### src/rtl/pulse_edge_timer.sv
module pulse_edge_timer #(
  parameter int NTH   = 5,
  parameter int TS_W  = 56,
  parameter int DW    = 8,
  parameter int DEPTH = 4,
  localparam int NSLOT = 2*NTH-1,
  localparam int CW    = $clog2(NTH+1),
  localparam int IW    = $clog2(NSLOT+1),
  localparam int AW    = $clog2(DEPTH),
  localparam int REC_W = TS_W + CW + NSLOT*DW
) (
  input  logic             clk,
  input  logic             rst_n,
  input  logic [NTH-1:0]   cmp_in,
  input  logic             rd_en,
  output logic             rec_valid,
  output logic [REC_W-1:0] rec_data,
  output logic             fifo_full,
  output logic             overflow
);

  logic [NTH-1:0]  s1, s2, s3;
  logic [TS_W-1:0] tcnt, ts_q;
  logic            active;
  logic [CW-1:0]   cnt_q, cnt_n;
  logic [IW-1:0]   idx_q, idx_n;
  logic [DW-1:0]   since;
  logic [DW-1:0]   dq [NSLOT];
  logic [DW-1:0]   dn [NSLOT];
  logic            start, done, hit;
  logic [NTH-1:0]  rise, fall;

  assign rise  = s2 & ~s3;
  assign fall  = ~s2 & s3;
  assign start = !active && rise[0];

  always_ff @(posedge clk or negedge rst_n)
    if (!rst_n) begin
      s1 <= '0; s2 <= '0; s3 <= '0; tcnt <= '0;
    end else begin
      s1 <= cmp_in; s2 <= s1; s3 <= s2; tcnt <= tcnt + TS_W'(1);
    end

  always_comb begin
    for (int k = 0; k < NSLOT; k++) dn[k] = start ? '0 : dq[k];
    idx_n = start ? '0 : idx_q;
    cnt_n = start ? CW'(1) : cnt_q;
    hit   = start;
    done  = 1'b0;
    if (active || start) begin
      for (int i = 1; i < NTH; i++)
        if (rise[i]) begin
          if (idx_n < IW'(NSLOT)) dn[idx_n] = hit ? '0 : since;
          idx_n = idx_n + IW'(1);
          cnt_n = cnt_n + CW'(1);
          hit   = 1'b1;
        end
      for (int i = NTH-1; i >= 0; i--)
        if (fall[i]) begin
          if (idx_n < IW'(NSLOT)) dn[idx_n] = hit ? '0 : since;
          idx_n = idx_n + IW'(1);
          hit   = 1'b1;
          if (i == 0) done = 1'b1;
        end
    end
  end

  always_ff @(posedge clk or negedge rst_n)
    if (!rst_n) begin
      active <= 1'b0; ts_q <= '0; cnt_q <= '0; idx_q <= '0; since <= '0;
      for (int k = 0; k < NSLOT; k++) dq[k] <= '0;
    end else begin
      if (start) ts_q <= tcnt;
      if (done) active <= 1'b0;
      else if (start) active <= 1'b1;
      cnt_q <= cnt_n;
      idx_q <= idx_n;
      for (int k = 0; k < NSLOT; k++) dq[k] <= dn[k];
      if (hit) since <= DW'(1);
      else if (since != '1) since <= since + DW'(1);
    end

  logic [NSLOT*DW-1:0] dpack;
  for (genvar k = 0; k < NSLOT; k++) begin : g_pack
    assign dpack[k*DW +: DW] = dn[k];
  end

  logic [REC_W-1:0] mem [DEPTH];
  logic [AW:0]      wp, rp;
  logic             push, pop, empty;

  assign empty     = (wp == rp);
  assign fifo_full = (wp[AW] != rp[AW]) && (wp[AW-1:0] == rp[AW-1:0]);
  assign push      = done && !fifo_full;
  assign pop       = rd_en && !empty;
  assign rec_valid = !empty;
  assign rec_data  = mem[rp[AW-1:0]];

  always_ff @(posedge clk or negedge rst_n)
    if (!rst_n) begin
      wp <= '0; rp <= '0; overflow <= 1'b0;
      for (int k = 0; k < DEPTH; k++) mem[k] <= '0;
    end else begin
      if (push) begin
        mem[wp[AW-1:0]] <= {ts_q, cnt_n, dpack};
        wp <= wp + 1'b1;
      end
      if (pop) rp <= rp + 1'b1;
      if (done && fifo_full) overflow <= 1'b1;
    end

endmodule

### config.mk
export PLATFORM = sky130hd
export DESIGN_NAME = pulse_edge_timer
export DESIGN_NICKNAME = d
export VERILOG_FILES = /design/src/rtl/pulse_edge_timer.sv
export SDC_FILE = /design/constraint.sdc
export NUM_CORES = 2
export LEC_CHECK = 0
export ABC_AREA = 1
export BUFFER_PORTS_ARGS = -buffer_cell sky130_fd_sc_hd__clkbuf_2
export CAP_MARGIN = 20
export CELL_PAD_IN_SITES_DETAIL_PLACEMENT = 2
export CELL_PAD_IN_SITES_GLOBAL_PLACEMENT = 2
export CORE_UTILIZATION = 30
export CTS_CLUSTER_SIZE = 8
export DETAILED_ROUTE_END_ITERATION = 8
export GPL_TIMING_DRIVEN = 1
export PLACE_DENSITY_LB_ADDON = 0.1
export SYNTH_ARGS = -nofsm -noshare
export SYNTH_HDL_FRONTEND = slang
export SYNTH_SLANG_ARGS = --single-unit
### constraint.sdc
create_clock -name clk -period 9.1 [get_ports clk]
set_input_delay 0.91 -clock clk [delete_from_list [all_inputs] [get_ports clk]]
set_output_delay 0.91 -clock clk [all_outputs]
set_load 0.02 [all_outputs]
### Yosys cells after proc, flatten, opt, wreduce, memory -nomap -nowiden

Index checks and enable logic that the tools add are counted.

* $add $sub $neg: 17
* order comparisons: 30
* eq/ne operators: 4
* muxes and demuxes: 130
* bitwise logic cells: 15
* reductions and logical operators: 21

Operators by type and width (count)
* 72-bit two-way mux: 27
* 72-bit bitwise mux: 9
* 524-bit bitwise mux: 1
* 131-bit two-way mux: 3
* 8-bit demux with 4-bit select: 9
* 131-bit binary-select mux with 2-bit select: 1
* 131-bit demux with 2-bit select: 1
* 8-bit two-way mux: 29
* 4-bit two-way mux: 19
* 56-bit by 1-bit adder with 56-bit output, second input constant: 1
* 5-bit greater-or-equal comparator, second input constant: 9
* 5-bit by 1-bit < comparator with 1-bit output, second input constant: 9
* 4-bit inverter with 5-bit output: 9
* 4-bit by 1-bit adder with 4-bit output, second input constant: 9
* 4-bit < comparator, second input constant: 9
* 3-bit two-way mux: 9
* 1-bit two-way mux: 22
* 3-bit by 1-bit adder with 3-bit output, second input constant: 6
* 1-bit logical AND: 15
* 5-bit bitwise AND: 2
* 5-bit inverter: 2
* 8-bit by 1-bit adder with 8-bit output, second input constant: 1
* 8-bit != test, second input constant: 1
* 3-bit greater-or-equal comparator, second input constant: 2
* other kinds (8): 12

* register bits after elaboration: 746
* input bits: 8
* output and inout bits: 134
* logic and storage cells: 242

### Longest topological paths before layout

* word-level depth: 46
* mapped depth: 54
* depth with buffers taken out: 46

### Worst setup path after synthesis

OpenSTA, ideal clock, no wires.

* kind: register -> register
* start: register s2[0]
* end: register mem[136] in the netlist's numbering
* library setup time: 0.117 ns
* data arrival time: 9.737 ns
* required time: 8.983 ns
* path slack: -0.754 ns
* cell stages (with the launch flop): 50
* buffers on the path: 7
* clock period less this slack: 9.854 ns
* cells stage by stage: dfrtp_1 -> nand3_2 -> buf_6 -> clkbuf_1 -> buf_1 -> buf_2 -> buf_2 -> clkbuf_1 -> clkbuf_1 -> nand2_1 -> inv_1 -> ha_1 -> or2_1 -> nand2_1 -> ha_1 -> or2_2 -> nand2_1 -> clkinv_1 -> [14 not listed] -> nand2_1 -> inv_1 -> ha_1 -> or2_2 -> nand2_1 -> inv_1 -> ha_1 -> o21ai_0 -> ha_1 -> inv_1 -> nor2_1 -> nand3_2 -> nor2_1 -> nor2_1 -> nand2_1 -> nand2_1 -> nand2_1 -> nand2_1

RTL lines
* start, declared: line 22 `logic [NTH-1:0] s1, s2, s3;`
* start signal, assigned: line 39 `s1 <= '0; s2 <= '0; s3 <= '0; tcnt <= '0;`
* start signal, assigned: line 41 `s1 <= cmp_in; s2 <= s1; s3 <= s2; tcnt <= tcnt + TS_W'(1);`
* end signal, assigned by index: line 105 `mem[wp[AW-1:0]] <= {ts_q, cnt_n, dpack};`
* end, declared: line 88 `logic [REC_W-1:0] mem [DEPTH];`

==> results.ini <==
[outcome]
status = completed

[cells_and_area]
layout_cells_sized_above_1_pct = 8.815
finish.cell_count_without_fillers = 8018
layout_cell_area_excl_fill_sq_um = 48240
fin_util_pct = 34.11
layout.filler_cells = 16660
post_synthesis_to_final_layout_area_growth_pct = 13.05
num-nets-final = 6181
register_area_sq_um = 18680
area_of_combinational_cells_with_multiple_inputs_sq_um = 21650

[placed_design]
place_inst = 7892
placement.io_buffers = 141
dp.final_hpwl_um = 144900
placed_area_sq_um = 45300
dp_slack_ns = 0.3808
gp_congestion = 1.018

[synthesis]
synth_fp_nets = 6147
post_synth_instance_area_sq_um = 42670
postSynth.topFlopCell = dfrtp_1
synth-seq-area-share_pct = 43.75
async_reset_ff_share_pct = 100.0
mapped_avg_cell_area_sq_um = 7.024
edff_count_synth = 0
yosysWarnings = 0
post_synthesis_sequential_element_count = 746
syn-instance-count = 6075
synth.distinct_cells = 59

[worst_setup_path]
worst-setup-path-type = reg2reg
worst_stage_delay_on_the_critical_path_ns = 0.59
critical_path_peak_fanout = 9
path_common_cell = ha_1
worst-endpoint-required_ns = 9.69
worst_ep_arrival_time_ns = 9.23
critPathSlowestCell = ha_1
timing.critical_path.to_type = flop
cp-start-kind = flop
rr_worst_depth = 39

[global_route]
antenna_violations_before_repair = 1
track_usage_pct = 28.61
first_global_vias = 45700
grt_start_max_net_pins = 154
global_route_wire_length_before_repair_um = 307000
global_route.overflow_total = 0

[detailed_routing]
route.detailed.drc = 0
drtAntennaViolNets = 0
routed_wl_um = 205300
detail_route.first_pass.iterations = 5
vias = 42490
dr.first_iter.drc_count = 2575
routed_wire_length_per_instance_um = 25.61
viasPerCell = 5.299

[clocking]
cts.sinks = 746
cts_htree_levels = 3
clk_latency_ns = 0.74
clk_pin_slew_worst_paths_ns = 0.09
root_buffer = clkbuf_16
cts_max_path_buffers = 3
numCtsBuffers = 105
clock_tree_from_tritoncts = yes
buffers_inserted_during_post_cts_setup_optimization = 0

[timing]
slew_violations = 0
clock-skew-final_ns = 0.05201
finalSetupViolations = 0
rsz0062_at_grt = false
postLayoutSetupSlackWorst_ns = 0.4566
timing_worst_slew_pin_value_ns = 1.095
max_freq_ghz = 0.1157
hold_viol_final = 0
fin_crit_sh_pct = 94.98
max-slew-margin-rel_pct = 26.75
totalNegativeSetupSlack_ns = 0
timing.final.crit_period_ns = 8.643

[pwr]
peak_supply_drop_mv = 0.1528
cellLeakagePower_nw = 25.06
power_density_nw_per_um2 = 331.6

[floorplan]
floorplan.initialDensity_pct = 30.18
fp.dieArea_sq_um = 143800
placementRows = 138
design.core.area_sq_um = 141400
pin_count = 142
die-width_um = 379.1
die_y_um = 379.1

[hold_path]
worst_hold_path_class = in2async

[flow_run]
max_cap_viol_count = 0

kinds of logic (layout without fill, tap and decap cells):
kind of cell,count (synthesis),after routing,share of synthesized area (%)
and+or+nand+nor,3788,3788,36.93
muxes,15,15,0.3929
AOI/OAI and AO/OA,757,757,9.946
xor gates and xnor gates,65,65,1.334
adders and majority gates,64,64,1.877
DFF,746,746,43.75
other,0,2,0
buffers and inverters,640,691,5.776
cell type report:
type                       instances  area share, %
multi-input combinational       4689          44.88
sequential                       746          38.71
clock buffer                     114          5.558
tap                             1890          4.902
inverter                         356          2.837
timing repair buffer             211          2.653
clock inverter                    10         0.4435
antenna                            2        0.01037
critical path: cells and delay by family (launching register included):
kind	cells	cell delay [ns]
simple gates	20	4.09
fa+ha+maj	9	2.88
buf+inv	9	0.98
flops	1	0.42
compound gates	1	0.10
placed cells by master (no fill, tap or decap), types with 65 or more instances in the layout:
cell type	n
buf_4	65
clkbuf_16	105
clkbuf_2	140
dfrtp_1	744
inv_1	311
nand2_1	2628
nand3_1	446
nor2_1	469
o211ai_1	71
o21ai_0	446
o22ai_1	144
synth_stat cells, types with 41 or more instances:
master / instances / area share, %
a21oi_1: 41 / 0.48
clkbuf_1: 229 / 2.0
dfrtp_1: 746 / 44
ha_1: 64 / 1.9
inv_1: 318 / 2.8
nand2_1: 2634 / 23
nand2_2: 42 / 0.62
nand3_1: 447 / 5.2
nand4_1: 45 / 0.66
nor2_1: 473 / 4.2
o211ai_1: 71 / 1.2
o21ai_0: 447 / 5.2
o22ai_1: 144 / 2.1
xor2_1: 60 / 1.2
layer usage:
metal | vias up | routed length [um] | share of wire (%) | global-route usage (%)
li1 | 19490 | - | - | -
met1 | 21940 | 93300 | 45 | 38.21
met2 | 787 | 97330 | 47 | 47.69
met3 | 273 | 7815 | 3.8 | 3.548
met4 | 2 | 6895 | 3.4 | 9.396
met5 | - | 13 | 0.0063 | 0
registers in the layout (all words and copies together), names as in the netlist, 3 cells and up:
signal and flops:
dq 72, ts_q 56, idx_q 4, since 8
s1 5, cnt_q 3, s2 5, tcnt 56
rp 3, wp 3, s3 5, mem 524
final timing paths:
| check | startpoint | endpoint | slack (ns) |
|---|---|---|---|
| max in group asynchronous | rst_n | tcnt[43]$_DFF_PN0_ | 6.69 |
| setup reg to reg | active$_DFFE_PN0P_ | dq[19]$_DFF_PN0_ | 0.46 |
| min in group clk | cmp_in[4] | s1[4]$_DFF_PN0_ | 0.28 |
| hold reg to reg | s1[3]$_DFF_PN0_ | s2[3]$_DFF_PN0_ | 0.35 |
| setup / recovery | active$_DFFE_PN0P_ | dq[19]$_DFF_PN0_ | 0.46 |
| hold / removal | rst_n | mem[274]$_DFFE_PN0P_ | 0.24 |
per-stage QoR:
stage | power (mW) | hold WS [ns]
floorplan | 8.930 | 0.3312
detailed placement | 12.35 | 0.3357
finish | 15.99 | 0.2441
CTS | 16.14 | 0.2370
global route | 16.94 | 0.2624
global placement | 12.21 | 0.3376
where the power goes:
group | total, mW | leakage [nW] | internal, mW | switching, mW
Sequential | 4.64 | 10.0 | 4.05 | 0.588
Combinational | 7.68 | 13.6 | 2.00 | 5.68
Clock | 3.68 | 1.41 | 2.12 | 1.56
what timing repair did:
item,CTS,global route
endpoints found under the setup margin,0,119
resized for setup,0,10
hold buffers,0,0
No activity file was read; power rests on OpenSTA's default activity.
